===== src/rtl/rx_thr_pkg.sv =====
package rx_thr_pkg;
   typedef struct packed {
      logic [3:0] atk_sh;
      logic [3:0] dec_sh;
      logic [7:0] dec_div;
   } rate_cfg_t;

   function automatic rate_cfg_t make_rate(input int atk, input int dec, input int div);
      rate_cfg_t r;
      r.atk_sh  = 4'(atk);
      r.dec_sh  = 4'(dec);
      r.dec_div = 8'(div);
      return r;
   endfunction
endpackage


===== src/rtl/rx_sample_fe.sv =====
module rx_sample_fe #(
   parameter int SAMPLE_W  = 10,
   parameter bit SIGNED_IN = 1'b1
) (
   input  logic [SAMPLE_W-1:0] raw_i,
   output logic [SAMPLE_W-1:0] cen_o,
   output logic [SAMPLE_W-1:0] mag_o
);
   localparam logic [SAMPLE_W-1:0] MSB_ONLY = {1'b1, {(SAMPLE_W-1){1'b0}}};

   generate
      if (SIGNED_IN) begin : g_twos
         assign cen_o = raw_i;
      end else begin : g_offset
         assign cen_o = raw_i ^ MSB_ONLY;
      end
   endgenerate

   assign mag_o = cen_o[SAMPLE_W-1] ? (~cen_o + 1'b1) : cen_o;
endmodule


===== src/rtl/rx_peak_track.sv =====
module rx_peak_track
   import rx_thr_pkg::*;
#(
   parameter int        SAMPLE_W = 10,
   parameter int        DEF_PEAK = 200,
   parameter rate_cfg_t FAST     = '0,
   parameter rate_cfg_t SLOW     = '0
) (
   input  logic                clk_i,
   input  logic                rst_ni,
   input  logic [SAMPLE_W-1:0] mag_i,
   input  logic                pause_i,
   input  logic                err_i,
   input  logic                sync_i,
   output logic [SAMPLE_W-1:0] peak_o,
   output logic                lock_o
);
   localparam logic [SAMPLE_W-1:0] DEF_P = SAMPLE_W'(DEF_PEAK);

   rate_cfg_t           rate;
   logic [7:0]          cnt_q, cnt_d;
   logic [SAMPLE_W-1:0] peak_q, peak_d, diff;
   logic                lock_q, lock_d, attack, tick;

   always_comb begin
      rate   = sync_i ? SLOW : FAST;
      attack = mag_i > peak_q;
      diff   = mag_i - peak_q;
      tick   = cnt_q >= (rate.dec_div - 8'd1);
      peak_d = peak_q;
      lock_d = lock_q;
      cnt_d  = '0;
      if (err_i) begin
         peak_d = DEF_P;
         lock_d = 1'b1;
      end else if (pause_i) begin
         lock_d = 1'b0;
      end else if (!lock_q) begin
         cnt_d = tick ? 8'd0 : cnt_q + 8'd1;
         if (attack)
            peak_d = peak_q + (diff >> rate.atk_sh);
         else if (tick)
            peak_d = peak_q - (peak_q >> rate.dec_sh);
      end
   end

   always_ff @(posedge clk_i or negedge rst_ni) begin
      if (!rst_ni) begin
         peak_q <= DEF_P;
         lock_q <= 1'b1;
         cnt_q  <= '0;
      end else begin
         peak_q <= peak_d;
         lock_q <= lock_d;
         cnt_q  <= cnt_d;
      end
   end

   assign peak_o = peak_q;
   assign lock_o = lock_q;
endmodule


===== src/rtl/rx_thr_scale.sv =====
module rx_thr_scale #(
   parameter int SAMPLE_W  = 10,
   parameter int SCALE_NUM = 538,
   parameter int SCALE_SH  = 10
) (
   input  logic [SAMPLE_W-1:0] peak_i,
   output logic [SAMPLE_W-1:0] thr_o
);
   localparam int PROD_W = SAMPLE_W + SCALE_SH;

   logic [PROD_W-1:0] prod;

   assign prod  = PROD_W'(peak_i) * PROD_W'(SCALE_NUM);
   assign thr_o = SAMPLE_W'(prod >> SCALE_SH);
endmodule


===== src/rtl/rx_pulse_cmp.sv =====
module rx_pulse_cmp #(
   parameter int SAMPLE_W = 10
) (
   input  logic                clk_i,
   input  logic                rst_ni,
   input  logic [SAMPLE_W-1:0] cen_i,
   input  logic [SAMPLE_W-1:0] thr_i,
   output logic                pos_o,
   output logic                neg_o
);
   logic signed [SAMPLE_W:0] s_ext, t_ext;

   assign s_ext = $signed({cen_i[SAMPLE_W-1], cen_i});
   assign t_ext = $signed({1'b0, thr_i});

   always_ff @(posedge clk_i or negedge rst_ni) begin
      if (!rst_ni) begin
         pos_o <= 1'b0;
         neg_o <= 1'b0;
      end else begin
         pos_o <= s_ext > t_ext;
         neg_o <= s_ext < -t_ext;
      end
   end
endmodule


===== src/rtl/rx_thresh_ctrl.sv =====
module rx_thresh_ctrl
   import rx_thr_pkg::*;
#(
   parameter int SAMPLE_W  = 10,
   parameter bit SIGNED_IN = 1'b1,
   parameter int DEF_PEAK  = 200,
   parameter int SCALE_NUM = 538,
   parameter int SCALE_SH  = 10,
   parameter int ATK_FAST  = 1,
   parameter int DEC_FAST  = 3,
   parameter int DIV_FAST  = 4,
   parameter int ATK_SLOW  = 3,
   parameter int DEC_SLOW  = 5,
   parameter int DIV_SLOW  = 16
) (
   input  logic                clk_i,
   input  logic                rst_ni,
   input  logic [SAMPLE_W-1:0] sample_i,
   input  logic                pause_i,
   input  logic                err_i,
   input  logic                sync_i,
   output logic [SAMPLE_W-1:0] thr_o,
   output logic                pos_o,
   output logic                neg_o
);
   localparam rate_cfg_t FAST = make_rate(ATK_FAST, DEC_FAST, DIV_FAST);
   localparam rate_cfg_t SLOW = make_rate(ATK_SLOW, DEC_SLOW, DIV_SLOW);

   generate
      if (SAMPLE_W < 4 || SAMPLE_W > 24) begin : g_bad_w
         $error("SAMPLE_W out of range");
      end
      if (DEF_PEAK < 1 || DEF_PEAK > (1 << (SAMPLE_W - 1))) begin : g_bad_def
         $error("DEF_PEAK must fit the sample magnitude");
      end
      if (SCALE_NUM >= (1 << SCALE_SH)) begin : g_bad_scale
         $error("threshold scale must be below one");
      end
      if (DIV_FAST < 1 || DIV_SLOW > 255 || DIV_SLOW < DIV_FAST) begin : g_bad_div
         $error("decay dividers out of range or misordered");
      end
      if (ATK_SLOW < ATK_FAST || DEC_SLOW < DEC_FAST || DEC_SLOW > 15 || ATK_SLOW > 15) begin : g_bad_sh
         $error("synchronized rates must not be faster than unsynchronized");
      end
   endgenerate

   logic [SAMPLE_W-1:0] cen_w, mag_w, peak_w;
   logic                lock_w;

   rx_sample_fe #(.SAMPLE_W(SAMPLE_W), .SIGNED_IN(SIGNED_IN)) u_fe (
      .raw_i (sample_i),
      .cen_o (cen_w),
      .mag_o (mag_w)
   );

   rx_peak_track #(.SAMPLE_W(SAMPLE_W), .DEF_PEAK(DEF_PEAK), .FAST(FAST), .SLOW(SLOW)) u_trk (
      .clk_i   (clk_i),
      .rst_ni  (rst_ni),
      .mag_i   (mag_w),
      .pause_i (pause_i),
      .err_i   (err_i),
      .sync_i  (sync_i),
      .peak_o  (peak_w),
      .lock_o  (lock_w)
   );

   rx_thr_scale #(.SAMPLE_W(SAMPLE_W), .SCALE_NUM(SCALE_NUM), .SCALE_SH(SCALE_SH)) u_scl (
      .peak_i (peak_w),
      .thr_o  (thr_o)
   );

   rx_pulse_cmp #(.SAMPLE_W(SAMPLE_W)) u_cmp (
      .clk_i  (clk_i),
      .rst_ni (rst_ni),
      .cen_i  (cen_w),
      .thr_i  (thr_o),
      .pos_o  (pos_o),
      .neg_o  (neg_o)
   );
endmodule


===== config.mk =====
export PLATFORM = sky130hd
export DESIGN_NAME = rx_thresh_ctrl
export DESIGN_NICKNAME = d
export VERILOG_FILES = /design/src/rtl/rx_thr_pkg.sv /design/src/rtl/rx_sample_fe.sv /design/src/rtl/rx_peak_track.sv /design/src/rtl/rx_thr_scale.sv /design/src/rtl/rx_pulse_cmp.sv /design/src/rtl/rx_thresh_ctrl.sv
export SDC_FILE = /design/constraint.sdc
export NUM_CORES = 1
export LEC_CHECK = 0
export BUFFER_PORTS_ARGS = -buffer_cell sky130_fd_sc_hd__buf_2
export CAP_MARGIN = 20
export CORE_MARGIN = 1.5
export CORE_UTILIZATION = 60
export DETAILED_ROUTE_END_ITERATION = 7
export PLACE_DENSITY = 0.82
export SETUP_SLACK_MARGIN = 0.4
export SYNTH_ARGS = -nofsm -noshare
export SYNTH_HDL_FRONTEND = slang
export SYNTH_SLANG_ARGS = --single-unit

===== constraint.sdc =====
create_clock -name clk_i -period 12.3 [get_ports clk_i]
set_clock_uncertainty 0.05 [all_clocks]
set_input_delay 3.075 -clock clk_i [delete_from_list [all_inputs] [get_ports clk_i]]
set_output_delay 3.075 -clock clk_i [all_outputs]
set_load 0.02 [all_outputs]

==> flow_summary.ini <==
[status]
status = finished, final reports clean

[critical_path]
cp_max_fo = 10
critical_path_class = reg2out
cp_data_required_time_ps = 9170
startpoint_type = flop
timing.rr.start = u_trk.peak_o[6]
cp-startpoint = u_trk.peak_o[9]
cp-end-kind = output port
worstPathArrival_ps = 4530

[global_routing]
grt_first_pass_wirelength_um = 15600
grt_usage_pct = 25.2
busiest_layer = met2
grt_max_degree = 29
groute.layer.met1.usage_pct = 33.7
antenna_found_initial = 0
globalRouteMet2Util_pct = 44.1
grt_pass1_vias = 3504
use_met3_pct = 1.23
overflow = 0

[place]
io_buffers = 26
placed_cells = 623
routabilityCongestion = 0.893
dpl.hpwl_um = 7550

[final_layout]
diodes = 0
area_growth_pct = 5.42
fin_nets = 646
final_cells = 627
drive_above_1_share_pct = 10.2

[hold_path]
hold_start = u_trk.cnt_q[0]
min_path_type = reg2reg

[timing]
slew_violations = 0
min_period_ps = 7650
tns_ps = 0
rsz0062_at_grt = false
finalSetupViolCount = 0
hold_viol_final = 0
tightestPinTransition_ps = 609
min_period_over_period_pct = 62.2
relSlewSlack_pct = 59.2
max_clock_freq_ghz = 0.131
hold_slack_ps = 417

[drt]
vias_per_cell = 5.80
first_iter_violations = 153
firstDrtPassIters = 4
vias = 3636
wl_um = 9220
routedWlPerCell_um = 14.7
drcViolationCount = 0
ant_nets = 0

[logic_synthesis]
synth_top_family_by_area = adder cells
syn-cell-area_mm2 = 0.00427
yosys.area_share.xor_xnor_pct = 8.44
yosys_warnings = 0
synth.area.top_cells = ha_1, dfrtp_1, fa_1
synth_compound_area_share_pct = 20.6
syn_avg_cell_area_um2 = 8.34
synth_top_area_share_pct = 25.5
synth_ff_type = dfrtp_1
synth_cell_type_count = 76
synth_top_area_cell = ha_1
async_reset_ff_share_pct = 100
ys_seq_elements = 21
synthCells = 512
synth-simple-area-share_pct = 19.5
yosys.area_share.adder_pct = 31.1
seq_area_frac_synth_pct = 12.4
synth_edf_count = 0
synthMuxAreaShare_pct = 0.850

[clock_network]
clock_sink_count = 21
root_buffer = clkbuf_8
cts_made_buffers = 3
holdBufCountCts = 0
cts_max_level = 1
clk_transition_reported_paths_ps = 80
cts_setup_buffers = 0
cts_buffer_depth = 2
clock_latency_ps = 260
cts_tree = yes
post_cts_resized = 0

[floorplanning]
fp.dieW_um = 87.4
io_pins = 27
die_y_um = 87.4
core_mm2 = 0.00683
dieArea_mm2 = 0.00763
num_rows = 30
initial_utilization_pct = 62.5

[flow_run]
maxCapViolCount = 0
==> area by class of cell <==
| cell class | count | area [um2] |
|---|---|---|
| multi-input combinational | 422 | 3450 |
| fill | 601 | 2330 |
| sequential | 21 | 531 |
| inverter | 57 | 214 |
| timing repair buffer | 27 | 138 |
| tap | 96 | 120 |
| clock buffer | 4 | 45.0 |
==> logic make-up (layout without fill, tap and decap cells) <==
| kind of cell | after synthesis | after routing |
|---|---|---|
| AOI/OAI and AO/OA | 117 | 117 |
| adders and majority gates | 99 | 99 |
| xor gates and xnor gates | 39 | 39 |
| muxes | 3 | 3 |
| and+or+nand+nor | 161 | 161 |
| DFF | 21 | 21 |
| other | 1 | 3 |
| buffers and inverters | 71 | 88 |
==> routing by layer <==
metal  vias to the layer above  wire length, um
met3                        19              284
met1                      1693             4280
met5                         -                0
met4                         0              182
met2                        71             4470
li1                       1853                -
==> synthesized netlist by cell type, drive strengths merged (8+ instances only) <==
master  number
a21o        10
a21oi       24
buf          8
dfrtp       17
fa          12
ha          87
inv         57
nand2       36
nand3       20
nor2        43
nor2b       13
nor3        12
o21a        13
o21ai       24
xnor2       24
xor2        15
==> final timing paths <==
kind                                    to  slack (ps)  cells after the start
min in group asynchronous  u_trk.peak_o[4]        2710                      1
setup / recovery                  thr_o[7]        4650                     13
max in group asynchronous     u_trk.lock_o        9140                      1
hold / removal              u_trk.cnt_q[0]         420                      1
setup reg to reg               u_cmp.neg_o        6680                     23
hold reg to reg             u_trk.cnt_q[0]         420                      1
==> through the flow <==
| stage | utilization (%) | setup WS [ps] | instance area [um2] |
|---|---|---|---|
| global route | 65.9 | 4150 | 4500 |
| detailed placement | 65.2 | 4530 | 4460 |
| floorplan | - | 5260 | 4280 |
| global placement | 65.2 | 4680 | 4460 |
| CTS | 65.9 | 4690 | 4500 |
| finish | 65.9 | 4650 | 4500 |
==> flip-flops by register name, indices dropped and copies added (netlist names) <==
signal	count
u_trk.lock_o	1
u_cmp.pos_o	1
u_trk.peak_o	10
u_trk.cnt_q	8
u_cmp.neg_o	1
==> critical path, stage by stage (launching register included) <==
cell	delay, ps
dfrtp_1	660
ha_1	330
ha_1	290
inv_1	70
fa_1	450
fa_1	560
inv_1	40
ha_1	310
and3_1	220
a21o_1	240
nand3_1	140
and3b_1	230
xnor2_1	460
buf_2	270
==> cell usage in the layout (no fill, tap or decap), types with 12 or more instances in the layout <==
cell	count
a21oi_1	23
nor3_1	12
nor2b_1	12
nor2_1	43
ha_1	87
o21ai_0	20
o21a_1	13
nand2_1	36
buf_2	26
xor2_1	15
nand3_1	18
fa_1	12
inv_1	57
dfrtp_1	17
xnor2_1	23
Power is not shown: default switching activity piles up to over one toggle a cycle in this logic, so the estimate is an artifact.
